[src/rtl/adc_seq_pkg.sv]
package adc_seq_pkg;

    // Flag-clearing policy chosen by the fast-clear configuration bit.
    typedef enum logic {
        CLR_BY_HANDSHAKE = 1'b0,
        CLR_BY_RESULT    = 1'b1
    } clr_policy_e;

    // Sequence-length selection.
    typedef enum logic {
        LEN_SHORT = 1'b0,
        LEN_LONG  = 1'b1
    } seq_len_e;

    function automatic clr_policy_e to_policy(input logic fast_bit);
        return fast_bit ? CLR_BY_RESULT : CLR_BY_HANDSHAKE;
    endfunction

endpackage

[src/rtl/adc_seq_sequencer.sv]
module adc_seq_sequencer
    import adc_seq_pkg::*;
#(
    parameter int NUM_SLOTS = 8,
    parameter int SHORT_LEN = 4,
    localparam int PTR_W = $clog2(NUM_SLOTS)
) (
    input  logic             clk,
    input  logic             rst_n,
    input  logic             seq_start,
    input  logic             conv_done,
    input  logic             scan_mode,
    input  logic             fifo_mode,
    input  logic             long_seq,
    output logic             active,
    output logic [PTR_W-1:0] ptr,
    output logic             conv_fire,
    output logic [PTR_W-1:0] conv_pos,
    output logic             seq_end
);

    localparam logic [PTR_W-1:0] LAST_LONG  = PTR_W'(NUM_SLOTS - 1);
    localparam logic [PTR_W-1:0] LAST_SHORT = PTR_W'(SHORT_LEN - 1);
    localparam logic [PTR_W-1:0] PTR_TOP    = PTR_W'(NUM_SLOTS - 1);

    typedef struct packed {
        logic             active;
        logic [PTR_W-1:0] pos;
        logic [PTR_W-1:0] ptr;
    } seq_state_t;

    seq_state_t       state_d, state_q;
    logic [PTR_W-1:0] last_pos;
    logic [PTR_W-1:0] ptr_inc;
    logic             fire;
    logic             at_end;
    seq_len_e         len_sel;

    always_comb begin
        len_sel  = seq_len_e'(long_seq);
        last_pos = (len_sel == LEN_LONG) ? LAST_LONG : LAST_SHORT;
        ptr_inc  = (state_q.ptr == PTR_TOP) ? '0 : state_q.ptr + 1'b1;
        fire     = conv_done && state_q.active && !seq_start;
        at_end   = fire && (state_q.pos == last_pos);
        state_d  = state_q;

        if (seq_start) begin
            state_d.active = 1'b1;
            state_d.pos    = '0;
            if (!fifo_mode) begin
                state_d.ptr = '0;
            end
        end else if (fire) begin
            state_d.ptr = ptr_inc;
            if (at_end) begin
                state_d.pos = '0;
                if (scan_mode) begin
                    if (!fifo_mode) begin
                        state_d.ptr = '0;
                    end
                end else begin
                    state_d.active = 1'b0;
                end
            end else begin
                state_d.pos = state_q.pos + 1'b1;
            end
        end
    end

    always_ff @(posedge clk or negedge rst_n) begin
        if (!rst_n) begin
            state_q <= '0;
        end else begin
            state_q <= state_d;
        end
    end

    assign active    = state_q.active;
    assign ptr       = state_q.ptr;
    assign conv_fire = fire;
    assign conv_pos  = state_q.pos;
    assign seq_end   = at_end;

endmodule

[src/rtl/adc_seq_ccf.sv]
module adc_seq_ccf
    import adc_seq_pkg::*;
#(
    parameter int NUM_SLOTS = 8,
    localparam int PTR_W = $clog2(NUM_SLOTS)
) (
    input  logic                 clk,
    input  logic                 rst_n,
    input  logic                 seq_start,
    input  logic                 conv_fire,
    input  logic [PTR_W-1:0]     conv_pos,
    input  logic                 res_rd,
    input  logic [PTR_W-1:0]     res_idx,
    input  logic                 stat_rd,
    input  logic                 fast_clear,
    output logic [NUM_SLOTS-1:0] ccf
);

    typedef struct packed {
        logic [NUM_SLOTS-1:0] flag;
        logic [NUM_SLOTS-1:0] arm;
    } ccf_state_t;

    ccf_state_t           state_d, state_q;
    logic [NUM_SLOTS-1:0] set_v;
    logic [NUM_SLOTS-1:0] hit_v;
    clr_policy_e          policy;

    // Per-slot decode of the set and read-hit events.
    for (genvar n = 0; n < NUM_SLOTS; n++) begin : g_slot
        assign set_v[n] = conv_fire && (conv_pos == PTR_W'(n));
        assign hit_v[n] = res_rd && (res_idx == PTR_W'(n));
    end

    always_comb begin
        policy  = to_policy(fast_clear);
        state_d = state_q;
        for (int n = 0; n < NUM_SLOTS; n++) begin
            // arming for the handshake policy
            if (seq_start || hit_v[n]) begin
                state_d.arm[n] = 1'b0;
            end else if (stat_rd) begin
                state_d.arm[n] = state_q.flag[n];
            end
            // clear sources
            if (seq_start) begin
                state_d.flag[n] = 1'b0;
            end else if (hit_v[n]) begin
                if (policy == CLR_BY_RESULT || state_q.arm[n]) begin
                    state_d.flag[n] = 1'b0;
                end
            end
            // set overrides any clear
            if (set_v[n]) begin
                state_d.flag[n] = 1'b1;
            end
        end
    end

    always_ff @(posedge clk or negedge rst_n) begin
        if (!rst_n) begin
            state_q <= '0;
        end else begin
            state_q <= state_d;
        end
    end

    assign ccf = state_q.flag;

endmodule

[src/rtl/adc_seq_scf.sv]
module adc_seq_scf
    import adc_seq_pkg::*;
(
    input  logic clk,
    input  logic rst_n,
    input  logic seq_start,
    input  logic seq_end,
    input  logic res_rd,
    input  logic fast_clear,
    output logic scf
);

    logic        scf_d, scf_q;
    clr_policy_e policy;
    logic        clr;

    always_comb begin
        policy = to_policy(fast_clear);
        clr    = (policy == CLR_BY_RESULT) ? res_rd : seq_start;
        scf_d  = scf_q;
        if (clr) begin
            scf_d = 1'b0;
        end
        if (seq_end) begin
            scf_d = 1'b1;
        end
    end

    always_ff @(posedge clk or negedge rst_n) begin
        if (!rst_n) begin
            scf_q <= 1'b0;
        end else begin
            scf_q <= scf_d;
        end
    end

    assign scf = scf_q;

endmodule

[src/rtl/adc_seq_status.sv]
module adc_seq_status #(
    parameter int NUM_SLOTS = 8,
    parameter int SHORT_LEN = 4,
    parameter int STATUS_W  = 8,
    localparam int PTR_W = $clog2(NUM_SLOTS),
    localparam int PAD_W = STATUS_W - 1 - PTR_W
) (
    input  logic                 clk,
    input  logic                 rst_n,
    input  logic                 cfg_fast_clear,
    input  logic                 cfg_fifo_mode,
    input  logic                 cfg_scan_mode,
    input  logic                 cfg_long_seq,
    input  logic                 seq_start,
    input  logic                 conv_done,
    input  logic                 res_rd,
    input  logic [PTR_W-1:0]     res_rd_idx,
    input  logic                 stat_rd,
    output logic [STATUS_W-1:0]  status0,
    output logic [NUM_SLOTS-1:0] status1,
    output logic [PTR_W-1:0]     wr_ptr,
    output logic                 seq_active
);

    logic             conv_fire;
    logic [PTR_W-1:0] conv_pos;
    logic             seq_end;
    logic             scf;
    logic [PTR_W-1:0] ptr;

    adc_seq_sequencer #(
        .NUM_SLOTS (NUM_SLOTS),
        .SHORT_LEN (SHORT_LEN)
    ) u_seq (
        .clk       (clk),
        .rst_n     (rst_n),
        .seq_start (seq_start),
        .conv_done (conv_done),
        .scan_mode (cfg_scan_mode),
        .fifo_mode (cfg_fifo_mode),
        .long_seq  (cfg_long_seq),
        .active    (seq_active),
        .ptr       (ptr),
        .conv_fire (conv_fire),
        .conv_pos  (conv_pos),
        .seq_end   (seq_end)
    );

    adc_seq_ccf #(
        .NUM_SLOTS (NUM_SLOTS)
    ) u_ccf (
        .clk        (clk),
        .rst_n      (rst_n),
        .seq_start  (seq_start),
        .conv_fire  (conv_fire),
        .conv_pos   (conv_pos),
        .res_rd     (res_rd),
        .res_idx    (res_rd_idx),
        .stat_rd    (stat_rd),
        .fast_clear (cfg_fast_clear),
        .ccf        (status1)
    );

    adc_seq_scf u_scf (
        .clk        (clk),
        .rst_n      (rst_n),
        .seq_start  (seq_start),
        .seq_end    (seq_end),
        .res_rd     (res_rd),
        .fast_clear (cfg_fast_clear),
        .scf        (scf)
    );

    assign wr_ptr  = ptr;
    assign status0 = {scf, {PAD_W{1'b0}}, ptr};

endmodule

[config.mk]
export PLATFORM = sky130hd
export DESIGN_NAME = adc_seq_status
export DESIGN_NICKNAME = d
export VERILOG_FILES = /design/src/rtl/adc_seq_pkg.sv /design/src/rtl/adc_seq_sequencer.sv /design/src/rtl/adc_seq_ccf.sv /design/src/rtl/adc_seq_scf.sv /design/src/rtl/adc_seq_status.sv
export SDC_FILE = /design/constraint.sdc
export NUM_CORES = 1
export LEC_CHECK = 0
export BUFFER_PORTS_ARGS = -buffer_cell sky130_fd_sc_hd__buf_2
export CORE_ASPECT_RATIO = 0.6
export CORE_UTILIZATION = 48
export DETAILED_ROUTE_END_ITERATION = 16
export PLACE_DENSITY = 0.79
export SYNTH_ARGS = -nofsm -noshare
export SYNTH_HDL_FRONTEND = slang
export SYNTH_SLANG_ARGS = --single-unit
export TNS_END_PERCENT = 20
[constraint.sdc]
create_clock -name clk -period 1.4 [get_ports clk]
set_input_delay 0.14 -clock clk [delete_from_list [all_inputs] [get_ports clk]]
set_output_delay 0.14 -clock clk [all_outputs]
set_load 0.01 [all_outputs]
==> reports/summary.txt <==
Synthesized cell area - 1510 um2
Top FF cell, synth - dfrtp_1
Via count - 1,223
Initial DRC Count - 79
R2r worst-path depth - 4
Adder-Cell Fraction of Synth Area - 0.0664
Crit path launch type - flip-flop
Initial antenna violation count - 0
H-tree depth - 1
RSZ-0062 raised after global routing - true
Hold Crit Class - input port to flip-flop
Layout fillers - 256
Hold endpoint - u_seq.active
R2R Path Start - u_seq.ptr[1]
Xor and xnor area share after synthesis - 0.0108
Die Height - 45.4 um
Delay-heaviest family, CP - simple AND/OR/NAND/NOR gates
Gpl congestion - 0.834
I/O Buffers - 28
FF+latch count, synth - 24
Critical Path RT - 1.59 ns
Max IR drop VDD - 0.607 mV
Max Clk Rate - 700 MHz
Wire length of the first global-routing pass - 5.10 mm
R2R setup slack - -0.03 ns
Number of enable flip-flop cells after synthesis - 0
CP Capture Type - flip-flop
Fraction of layout cells with a size suffix above 1 - 0.366
Register area share after synthesis - 0.399
Hold path depth - 2
Post-Place Cells - 207
CTS clk-pin slew, worst paths - 0.09 ns
Largest net degree at the start of global routing - 25
Commonest cells after routing, fill and taps aside - buf_2, dfrtp_1, buf_4
HPWL after detailed placement - 2.44 mm
Num CTS Buffers - 3
Async S/R FF share, synth - 1.00
Tot Pwr - 0.00150 W
Sink Count - 24
Core area - 2930 um2
Final setup fails - 1
Mux contribution to synthesized area - 0.0556
Utilization after layout - 0.584
CP Class - flip-flop to flip-flop
Area Growth Syn to Fin - 13.5%
WP data arrival - 1.62 ns
Multi-input logic area - 761 um2
Min-delay src - cfg_scan_mode
Hold Fails Final Rpt - 0
Final min period - 1.43 ns
CP dominant cell by count - ha_4
Outcome - finished with violations
Most common cell after layout, fill and taps aside - buf_2
Die area - 3370 um2
Max-Cap Viols - 0
Total track usage - 0.208
Antenna viol nets, final - 0
Worst Tran Pin Value - 0.551 ns
R2R Path End - u_seq.ptr[0]
DR WL/cell - 15.6 um
Final setup margin - -0.0286 ns
Cell Pwr Density - 879 nW/um2
CP max-delay cell - or4_4
I/O Pins - 33
Clock tree from TritonCTS - built
Syn_area_per_cell - 9.98 um2
CP max stage delay - 0.47 ns
Reg area - 604 um2
Gr ovfl total - 0
Layout Nets - 194
Clock Tree Root - clkbuf_8
Final period util - 1.02
Initial Util - 0.515
Relative slew slack - 0.633
Main combinational cell family by area after synthesis - simple AND/OR/NAND/NOR gates
Drc violations - 0
Crit path cell chain - ha_4 > ha_4 > or4_4 > o21ai_1
# diodes - 0
Violated checks - setup timing
Setup TNS - -0.0286 ns
Worst skew pair latency - 0.27 ns
Clock skew - 0.00942 ns
Row count - 15
YS warnings - 0
CP Depth - 4
Max Slew Vio Count - 0
Die width - 74.3 um
Clock buffer depth - 2
Post-Route WL - 3.35 mm
Worst Path Max Fanout - 2
Via density - 5.71
Synth Area in Simple Gates - 0.191
DR pass1 iterations - 4
CP Buf/Inv Count - 0
Final std cells w/o fill - 214
Vias in the first global route - 1,082
Static Leak - 0.829 nW
Netlist cell types - 40
Compound-Gate Fraction of Synth Area - 0.138
Cells after Synth - 151
==> report_power, final <==
part	switching (W)	total, W	internal, W
clock network	0.000210	0.000413	0.000203
logic	0.000183	0.000328	0.000146
registers	0.0000342	0.000762	0.000727
total	0.000426	0.00150	0.00108
==> timing repair <==
| item | in CTS | in global routing |
|---|---|---|
| setup endpoints to repair | 1 | 2 |
| buffers inserted | 0 | 2 |
| hold buffers | 1 | 0 |
| resized for setup | 1 | 5 |
| endpoints found under the hold margin | 24 | 0 |
| pin swaps | 3 | 3 |
| cloned | 0 | 0 |
==> worst register-to-register path: cells and delay by family (launching register included) <==
| kind | cells | cell delay (ns) |
|---|---|---|
| AOI/OAI and AO/OA | 1 | 0.13 |
| and+or+nand+nor | 1 | 0.47 |
| adders and majority gates | 2 | 0.32 |
| DFF | 1 | 0.44 |
==> final cells by class <==
cell class / count / area share
multi-input combinational: 99 / 0.445
sequential: 24 / 0.353
timing repair buffer: 39 / 0.132
tap: 42 / 0.0307
clock buffer: 4 / 0.0263
inverter: 6 / 0.0132
==> layer usage <==
metal  track usage  up-vias  routed length (um)  share of wire
li1              -      568                   -              -
met1         0.283      595                1530           0.46
met2         0.338       58                1560           0.46
met3        0.0487        2                 252          0.075
met4        0.0528        0                   6         0.0018
met5             0        -                   0              0
==> synth_stat cells (2+ instances only) <==
cell	n	area [um2]
a21oi_1	8	40.0
buf_6	2	22.5
o21ai_0	5	25.0
o41ai_1	3	26.3
dfrtp_1	24	601
and4bb_2	2	25.0
and3_1	4	25.0
mux2_2	3	33.8
mux2i_1	5	50.1
buf_4	19	143
nand2_2	2	12.5
inv_1	6	22.5
nand3_1	5	25.0
buf_2	3	15.0
a31oi_1	3	18.8
o311a_1	2	20.0
o21ai_1	2	10.0
and4_1	3	26.3
ha_1	8	100
nand2_1	8	30.0
nor3_1	7	35.0
a31o_2	3	26.3
nor2_1	7	26.3
==> worst max-delay path by stage <==
stage,start,endpoint,slack [ns]
after floorplan,u_seq.ptr[0],u_seq.ptr[0],-0.06
after global placement,u_seq.ptr[1],u_seq.ptr[0],-0.03
after detailed placement,u_seq.ptr[1],u_seq.ptr[0],-0.09
after CTS,u_seq.ptr[1],u_seq.ptr[0],-0.03
after global routing,u_seq.ptr[1],u_seq.ptr[0],-0.05
final,u_seq.ptr[1],u_seq.ptr[0],-0.03
==> stage by stage <==
step	instance area, um2	hold WS, ns	worst slack [ns]
global placement	1610	0.151	-0.0294
CTS	1670	0.105	-0.0298
detailed placement	1610	0.158	-0.0898
floorplan	1550	-0.156	-0.0563
finish	1710	0.110	-0.0286
global route	1710	0.122	-0.0500
==> state kept, by name, indices dropped and copies added, names as in the netlist <==
register	flops
u_ccf.ccf	8
u_ccf.state_q	8
u_seq.conv_pos	3
u_seq.ptr	3
u_scf.scf	1
u_seq.active	1
==> cells by family (layout without fill, tap and decap cells) <==
kind of cell,count (synthesis),after routing
compound gates,31,31
xor+xnor,1,1
fa+ha+maj,8,8
buf+inv,31,49
flops,24,24
mux,8,8
other cells,1,4
simple gates,47,47
No activity file was read; power rests on OpenSTA's default activity.
